==> src/rtl/edo_pkg.sv <==
package edo_pkg;

  typedef enum logic [2:0] {
    S_IDLE = 3'd0,
    S_ROW  = 3'd1,
    S_RAS  = 3'd2,
    S_PRE  = 3'd3,
    S_RCAS = 3'd4,
    S_RREF = 3'd5
  } edo_state_e;

  function automatic int imax(input int a, input int b);
    return (a > b) ? a : b;
  endfunction

endpackage

==> src/rtl/edo_ref_timer.sv <==
module edo_ref_timer #(
  parameter int REF_INTERVAL = 1500
) (
  input  logic clk,
  input  logic rst_n,
  input  logic ref_ack,
  output logic ref_pend
);
  localparam int CW = $clog2(REF_INTERVAL);
  localparam logic [CW-1:0] LAST = CW'(REF_INTERVAL - 1);

  logic [CW-1:0] tick;

  always_ff @(posedge clk or negedge rst_n) begin
    if (!rst_n) begin
      tick     <= '0;
      ref_pend <= 1'b0;
    end else begin
      if (tick == LAST) tick <= '0;
      else              tick <= tick + 1'b1;
      if (tick == LAST)  ref_pend <= 1'b1;
      else if (ref_ack)  ref_pend <= 1'b0;
    end
  end

  // a raised request stays raised until the sequencer takes it
  assert_pend_held_R8: assert property (@(posedge clk) disable iff (!rst_n)
    ref_pend && !ref_ack |=> ref_pend);

endmodule

==> src/rtl/edo_req_latch.sv <==
module edo_req_latch #(
  parameter int ADDR_W = 18,
  parameter int DATA_W = 16,
  localparam int COL_W = ADDR_W / 2
) (
  input  logic              clk,
  input  logic              rst_n,
  input  logic              take,
  input  logic [ADDR_W-1:0] in_addr,
  input  logic              in_write,
  input  logic [1:0]        in_be,
  input  logic [DATA_W-1:0] in_wdata,
  output logic [COL_W-1:0]  row_q,
  output logic [COL_W-1:0]  col_q,
  output logic              wr_q,
  output logic [1:0]        be_q,
  output logic [DATA_W-1:0] wdata_q
);
  always_ff @(posedge clk or negedge rst_n) begin
    if (!rst_n) begin
      row_q   <= '0;
      col_q   <= '0;
      wr_q    <= 1'b0;
      be_q    <= '0;
      wdata_q <= '0;
    end else if (take) begin
      row_q   <= in_addr[ADDR_W-1:COL_W];
      col_q   <= in_addr[COL_W-1:0];
      wr_q    <= in_write;
      be_q    <= in_be;
      wdata_q <= in_wdata;
    end
  end
endmodule

==> src/rtl/edo_seq.sv <==
module edo_seq
  import edo_pkg::*;
#(
  parameter int COL_W  = 9,
  parameter int DATA_W = 16,
  parameter int T_RP   = 4,
  parameter int T_RCD  = 2,
  parameter int T_RAS  = 6,
  parameter int T_RC   = 11,
  parameter int T_CAS  = 2,
  parameter int T_RAH  = 1,
  parameter int T_CHR  = 2
) (
  input  logic              clk,
  input  logic              rst_n,
  input  logic              ref_pend,
  output logic              ref_ack,
  input  logic              req_valid,
  output logic              req_ready,
  output logic              accept,
  input  logic [COL_W-1:0]  row_q,
  input  logic [COL_W-1:0]  col_q,
  input  logic              wr_q,
  input  logic [1:0]        be_q,
  input  logic [DATA_W-1:0] wdata_q,
  output logic [COL_W-1:0]  dram_addr,
  output logic              dram_ras_n,
  output logic              dram_lcas_n,
  output logic              dram_ucas_n,
  output logic              dram_we_n,
  output logic              dram_oe_n,
  output logic [DATA_W-1:0] dram_dq_out,
  output logic              dram_dq_oe,
  input  logic [DATA_W-1:0] dram_dq_in,
  output logic              rsp_valid,
  output logic [DATA_W-1:0] rsp_rdata
);
  // RAS low long enough for the pulse limit, the CAS access and the cycle time
  localparam int RAS_LO = imax(imax(T_RAS, T_RCD + T_CAS), T_RC - T_RP - 2);
  localparam int CNT_W  = $clog2(imax(RAS_LO, T_RP) + 1);
  localparam logic [CNT_W-1:0] RAS_LAST = CNT_W'(RAS_LO - 1);
  localparam logic [CNT_W-1:0] PRE_LAST = CNT_W'(T_RP - 1);
  localparam logic [CNT_W-1:0] RCD_C    = CNT_W'(T_RCD);
  localparam logic [CNT_W-1:0] RAH_C    = CNT_W'(T_RAH);
  localparam logic [CNT_W-1:0] CHR_C    = CNT_W'(T_CHR);

  edo_state_e       state;
  logic [CNT_W-1:0] cnt;

  assign req_ready = (state == S_IDLE) && !ref_pend;
  assign accept    = req_ready && req_valid;
  assign ref_ack   = (state == S_IDLE) && ref_pend;

  always_ff @(posedge clk or negedge rst_n) begin
    if (!rst_n) begin
      state     <= S_PRE;
      cnt       <= '0;
      rsp_valid <= 1'b0;
      rsp_rdata <= '0;
    end else begin
      rsp_valid <= 1'b0;
      unique case (state)
        S_IDLE: begin
          cnt <= '0;
          if (ref_pend)       state <= S_RCAS;
          else if (req_valid) state <= S_ROW;
        end
        S_ROW: begin
          state <= S_RAS;
          cnt   <= '0;
        end
        S_RAS: begin
          if (cnt == RAS_LAST) begin
            state <= S_PRE;
            cnt   <= '0;
            if (!wr_q) begin
              rsp_valid <= 1'b1;
              rsp_rdata <= dram_dq_in;
            end
          end else begin
            cnt <= cnt + 1'b1;
          end
        end
        S_RCAS: begin
          state <= S_RREF;
          cnt   <= '0;
        end
        S_RREF: begin
          if (cnt == RAS_LAST) begin
            state <= S_PRE;
            cnt   <= '0;
          end else begin
            cnt <= cnt + 1'b1;
          end
        end
        S_PRE: begin
          if (cnt == PRE_LAST) begin
            state <= S_IDLE;
            cnt   <= '0;
          end else begin
            cnt <= cnt + 1'b1;
          end
        end
        default: begin
          state <= S_PRE;
          cnt   <= '0;
        end
      endcase
    end
  end

  logic acc_cas, ref_cas, in_write;
  always_comb begin
    acc_cas     = (state == S_RAS) && (cnt >= RCD_C);
    ref_cas     = (state == S_RCAS) || ((state == S_RREF) && (cnt < CHR_C));
    in_write    = wr_q && ((state == S_ROW) || (state == S_RAS));
    dram_ras_n  = !((state == S_RAS) || (state == S_RREF));
    dram_lcas_n = !((acc_cas && (!wr_q || be_q[0])) || ref_cas);
    dram_ucas_n = !((acc_cas && (!wr_q || be_q[1])) || ref_cas);
    dram_we_n   = !in_write;
    dram_oe_n   = !(acc_cas && !wr_q);
    dram_dq_oe  = in_write;
    dram_dq_out = wdata_q;
    dram_addr   = ((state == S_RAS) && (cnt >= RAH_C)) ? col_q : row_q;
  end

  // checker counters of strobe run lengths
  logic [7:0] ras_hi_run, ras_lo_run;
  always_ff @(posedge clk or negedge rst_n) begin
    if (!rst_n) begin
      ras_hi_run <= '0;
      ras_lo_run <= '0;
    end else begin
      if (dram_ras_n) begin
        ras_lo_run <= '0;
        if (ras_hi_run != 8'hFF) ras_hi_run <= ras_hi_run + 1'b1;
      end else begin
        ras_hi_run <= '0;
        if (ras_lo_run != 8'hFF) ras_lo_run <= ras_lo_run + 1'b1;
      end
    end
  end

  assert_ras_precharge_R3: assert property (@(posedge clk) disable iff (!rst_n)
    $fell(dram_ras_n) |-> ras_hi_run >= 8'(T_RP));

  assert_ras_width_R3: assert property (@(posedge clk) disable iff (!rst_n)
    $rose(dram_ras_n) |-> ras_lo_run >= 8'(T_RAS));

  assert_early_write_R4: assert property (@(posedge clk) disable iff (!rst_n)
    ($fell(dram_lcas_n) || $fell(dram_ucas_n)) && !dram_we_n |-> $past(!dram_we_n));

  assert_oe_read_only_R6: assert property (@(posedge clk) disable iff (!rst_n)
    !dram_oe_n |-> dram_we_n && !dram_dq_oe);

  assert_mask_low_R5: assert property (@(posedge clk) disable iff (!rst_n)
    !dram_we_n && !be_q[0] |-> dram_lcas_n);

  assert_mask_high_R5: assert property (@(posedge clk) disable iff (!rst_n)
    !dram_we_n && !be_q[1] |-> dram_ucas_n);

  assert_cbr_order_R8: assert property (@(posedge clk) disable iff (!rst_n)
    $fell(dram_ras_n) && !dram_lcas_n |-> $past(!dram_lcas_n) && !dram_ucas_n && dram_we_n);

  assert_rsp_pulse_R6: assert property (@(posedge clk) disable iff (!rst_n)
    rsp_valid |=> !rsp_valid);

endmodule

==> src/rtl/edo_dram_ctrl.sv <==
module edo_dram_ctrl #(
  parameter int ADDR_W       = 18,
  parameter int DATA_W       = 16,
  parameter int T_RP         = 4,
  parameter int T_RCD        = 2,
  parameter int T_RAS        = 6,
  parameter int T_RC         = 11,
  parameter int T_CAS        = 2,
  parameter int T_RAH        = 1,
  parameter int T_CHR        = 2,
  parameter int REF_INTERVAL = 1500,
  localparam int COL_W       = ADDR_W / 2
) (
  input  logic              clk,
  input  logic              rst_n,
  input  logic              req_valid,
  output logic              req_ready,
  input  logic [ADDR_W-1:0] req_addr,
  input  logic              req_write,
  input  logic [1:0]        req_be,
  input  logic [DATA_W-1:0] req_wdata,
  output logic              rsp_valid,
  output logic [DATA_W-1:0] rsp_rdata,
  output logic [COL_W-1:0]  dram_addr,
  output logic              dram_ras_n,
  output logic              dram_lcas_n,
  output logic              dram_ucas_n,
  output logic              dram_we_n,
  output logic              dram_oe_n,
  output logic [DATA_W-1:0] dram_dq_out,
  output logic              dram_dq_oe,
  input  logic [DATA_W-1:0] dram_dq_in
);
  logic              ref_pend, ref_ack, accept;
  logic [COL_W-1:0]  row_q, col_q;
  logic              wr_q;
  logic [1:0]        be_q;
  logic [DATA_W-1:0] wdata_q;

  edo_ref_timer #(.REF_INTERVAL(REF_INTERVAL)) u_timer (
    .clk(clk), .rst_n(rst_n), .ref_ack(ref_ack), .ref_pend(ref_pend)
  );

  edo_req_latch #(.ADDR_W(ADDR_W), .DATA_W(DATA_W)) u_latch (
    .clk(clk), .rst_n(rst_n), .take(accept),
    .in_addr(req_addr), .in_write(req_write), .in_be(req_be), .in_wdata(req_wdata),
    .row_q(row_q), .col_q(col_q), .wr_q(wr_q), .be_q(be_q), .wdata_q(wdata_q)
  );

  edo_seq #(
    .COL_W(COL_W), .DATA_W(DATA_W), .T_RP(T_RP), .T_RCD(T_RCD), .T_RAS(T_RAS),
    .T_RC(T_RC), .T_CAS(T_CAS), .T_RAH(T_RAH), .T_CHR(T_CHR)
  ) u_seq (
    .clk(clk), .rst_n(rst_n), .ref_pend(ref_pend), .ref_ack(ref_ack),
    .req_valid(req_valid), .req_ready(req_ready), .accept(accept),
    .row_q(row_q), .col_q(col_q), .wr_q(wr_q), .be_q(be_q), .wdata_q(wdata_q),
    .dram_addr(dram_addr), .dram_ras_n(dram_ras_n), .dram_lcas_n(dram_lcas_n),
    .dram_ucas_n(dram_ucas_n), .dram_we_n(dram_we_n), .dram_oe_n(dram_oe_n),
    .dram_dq_out(dram_dq_out), .dram_dq_oe(dram_dq_oe), .dram_dq_in(dram_dq_in),
    .rsp_valid(rsp_valid), .rsp_rdata(rsp_rdata)
  );
endmodule

==> config.mk <==
export PLATFORM = sky130hd
export DESIGN_NAME = edo_dram_ctrl
export DESIGN_NICKNAME = d
export VERILOG_FILES = /design/src/rtl/edo_pkg.sv /design/src/rtl/edo_ref_timer.sv /design/src/rtl/edo_req_latch.sv /design/src/rtl/edo_seq.sv /design/src/rtl/edo_dram_ctrl.sv
export SDC_FILE = /design/constraint.sdc
export NUM_CORES = 1
export LEC_CHECK = 0
export BUFFER_PORTS_ARGS = -buffer_cell sky130_fd_sc_hd__buf_2
export CORE_ASPECT_RATIO = 0.6
export CORE_MARGIN = 2
export CORE_UTILIZATION = 45
export DETAILED_ROUTE_END_ITERATION = 16
export PLACE_DENSITY = 0.72
export SETUP_SLACK_MARGIN = 0.1
export SYNTH_ARGS = -nofsm -noshare
export SYNTH_HDL_FRONTEND = slang
export SYNTH_SLANG_ARGS = --single-unit
==> constraint.sdc <==
create_clock -name clk -period 2.8 [get_ports clk]
set_input_delay 0.14 -clock clk [delete_from_list [all_inputs] [get_ports clk]]
set_output_delay 0.14 -clock clk [all_outputs]
set_load 0.01 [all_outputs]
==> metrics.md <==
| Metric | Value |
|---|---|
| DRT iter0 DRCs | `136` |
| Post-DP HPWL | `approximately 4.6 mm` |
| Via count of the routed design | `2190` |
| First-pass GRT wire length | `between 10 and 15 mm` |
| EDFF count, synth | `0` |
| DIE HEIGHT | `a little under 70 um` |
| Peak VDD IR | `0.508 mV` |
| Clock Tree Buf Depth | `2` |
| Clk sinks | `72` |
| Row cnt | `23` |
| Gr ovfl total | `0` |
| Die X | `113 um` |
| Clock Pin Slew Worst Setup and Hold Paths | `~60 ps` |
| Vias in the first global route | `2180` |
| Syn_nets | `300` |
| Worst Path Required | `2660 ps` |
| Clk Latency, worst-skew pair | `330 ps` |
| Cell count after synthesis | `approximately 240` |
| Worst setup slack after placement | `507 ps` |
| CTS tree | `done` |
| CP Max Fanout | `11` |
| Root buffer cell | `clkbuf_16` |
| Crit path DAT | `about 2300 ps` |
| Final Max Slew Viols | `0` |
| 1st-pass router iterations | `11` |
| Ranking of synthesized cells by area | `dfrtp_1 55%, mux2_2 19%, mux2_4 4.2%` |
| TNS Setup | `0 ps` |
| Die ar. | `7840 um^2` |
| Routed WL | `around 6.5 mm` |
| RSZ-0062 raised after global routing | `false` |
| Yosys reg bits | `72` |
| Initial Utilization | `0.472` |
| Min-delay worst type | `primary input to flip-flop` |
| GR Util All Layers | `0.175` |
| # DRC | `12` |
| Buffers on Ports | `about 100` |
| Routability cong. | `0.829` |
| Crit. End Element | `output pin` |
| Ant diodes | `0` |
| Cell area power density | `1150 nW/um^2` |
| Dominant cell type by area after synthesis | `dfrtp_1` |
| Ys async rst share | `1.00` |
| Antenna violations before repair | `0` |
| WL/cell | `14.9 um` |
| FMAX | `0.415 GHz` |
| Fin nets | `411` |
| Cts bufs inserted | `9` |
| Share of cells above drive strength 1 | `0.543` |
| Core area | `~6800 um^2` |
| H-tree levels | `3` |
| Status | `finished with violations` |
| Failing checks | `design-rule violations` |
| Area share of the largest cell type after synthesis | `0.546` |
| Ys Warns | `0` |
| I/O Pins | `105` |
| Syn Area/Cell | `13.5 um^2` |
| Max stage delay cell, worst path | `dfstp_2` |
| Max incr delay on CP | `640 ps` |
| Slew margin rel. | `0.361` |
| Vias per std cell | `4.99` |
| Synth-to-Final Area Change | `28.9%` |
| Lkg Pwr | `a little under 2 nW` |
| ANT nets after route | `0` |
| Synth cell types | `40` |
| Largest net degree at the start of global routing | `38` |
| Max-cap violations | `0` |
| Endpoints failing setup | `0` |
| Final Skew | `4.00 ps` |
| Sequential area share after synthesis | `0.563` |
| Crit Path Class | `flip-flop to output pin` |
| Final worst slack | `392 ps` |
| Primary FF master, synth | `dfrtp_1` |
| Period minus WS final | `~2400 ps` |
| Mapped cell area | `3210 um^2` |
| Slew of the pin with the lowest slew margin | `about 960 ps` |
| Nature of the critical path startpoint | `flip-flop` |
| Final Hold Fails | `0` |
| Crit path cell chain | `or3b_4 > nor2_4 > mux2_2 > buf_2` |
| Final Cycle Share | `0.860` |
## worst paths after layout
path | from | endpoint | slack (ps) | cells past startpoint
hold reg to reg | u_timer.tick[0]$_DFF_PN0_ | u_timer.tick[0]$_DFF_PN0_ | 460 | 1
min in group asynchronous | rst_n | u_latch.col_q[0]$_DFFE_PN0P_ | 310 | 2
setup / recovery | u_seq.state[1]$_DFFE_PN1P_ | dram_addr[5] | 390 | 4
setup reg to reg | u_seq.state[2]$_DFFE_PN0P_ | u_latch.col_q[7]$_DFFE_PN0P_ | 530 | 3
max in group asynchronous | rst_n | u_seq.state[0]$_DFFE_PN1P_ | 1750 | 3
hold / removal | req_addr[5] | u_latch.col_q[5]$_DFFE_PN0P_ | 40 | 2
## layout make-up
cell class / count / area, um^2
fill: 548 / 2660
sequential: 72 / 1800
clock inverter: 5 / 81.3
tap: 87 / 109
multi-input combinational: 149 / 1320
timing repair buffer: 108 / 553
inverter: 8 / 30.0
clock buffer: 10 / 239
## worst max-delay path: cells and delay by family (launching register included)
family / cells / cell delay, ps
simple gates: 2 / 780
flops: 1 / 640
mux: 1 / 380
buf+inv: 1 / 140
## flip-flops by register name (all words and copies together), names as in the netlist
name and cells:
u_seq.rsp_valid 1, u_seq.cnt 3, u_latch.col_q 9, u_latch.row_q 9, u_timer.tick 11, u_seq.state 3, u_seq.rsp_rdata 16, u_timer.ref_pend 1
u_latch.be_q 2, u_latch.wr_q 1, u_latch.wdata_q 16
## routing by layer
metal / GRT usage / wire length [um]
met2: 0.236 / 2590
met3: 0.0857 / 767
met4: 0.0650 / 20
met1: 0.243 / 3150
met5: 0 / 0
## placed cells by master, fill, tap and decap left out, types with 4 or more instances in the layout
cell type  synthesis  routed
a21oi_1            7       7
buf_2              3     104
clkbuf_16          0       9
dfrtp_1           70      70
ha_1               7       7
inv_1              8       8
mux2_2            53      53
mux2_4             9       9
nand2_1            8       8
nand2b_1           4       4
nor2_1            13      13
o21ai_0            5       5
xnor2_1            4       4
## cell usage after synthesis (all sizes together), types with 4 or more instances
master	count
inv	8
ha	7
nand2	8
a21oi	7
nor2	14
nor3	4
nand2b	4
xnor2	4
mux2	62
dfrtp	70
nand3	4
o21ai	5
buf	6
## power by group
| part | internal (mW) | total (mW) | leakage (nW) | switching (mW) |
|---|---|---|---|---|
| registers | 1.48 | 1.73 | 0.873 | 0.258 |
| logic | 0.984 | 1.82 | 0.962 | 0.837 |
| clock network | 0.798 | 1.21 | 0.155 | 0.417 |
| total | 3.26 | 4.77 | 1.99 | 1.51 |
## cells by family after synthesis
| family | synth area share |
|---|---|
| compound gates | 0.0402 |
| xor+xnor | 0.0191 |
| fa+ha+maj | 0.0273 |
| buf+inv | 0.0297 |
| flops | 0.563 |
| mux | 0.231 |
| simple gates | 0.0897 |
## per-stage QoR
stage	cell area, um^2	instances	utilization	hold WS, ps	total power, mW
floorplan	3210	237	-	-156	2.92
global placement	3800	423	0.559	126	3.52
detailed placement	3800	423	0.559	137	3.56
CTS	4130	439	0.608	27.9	4.81
global route	4130	439	0.609	28.9	5.10
finish	4130	439	0.609	42.1	4.77
## what timing repair did
action,4_1_cts,5_1_grt
hold buffers,1,0
hold endpoints to repair,21,0
gates resized for setup,0,1
buffers inserted,0,0
setup endpoints to repair,0,1
(Power assumes the default switching activity.)
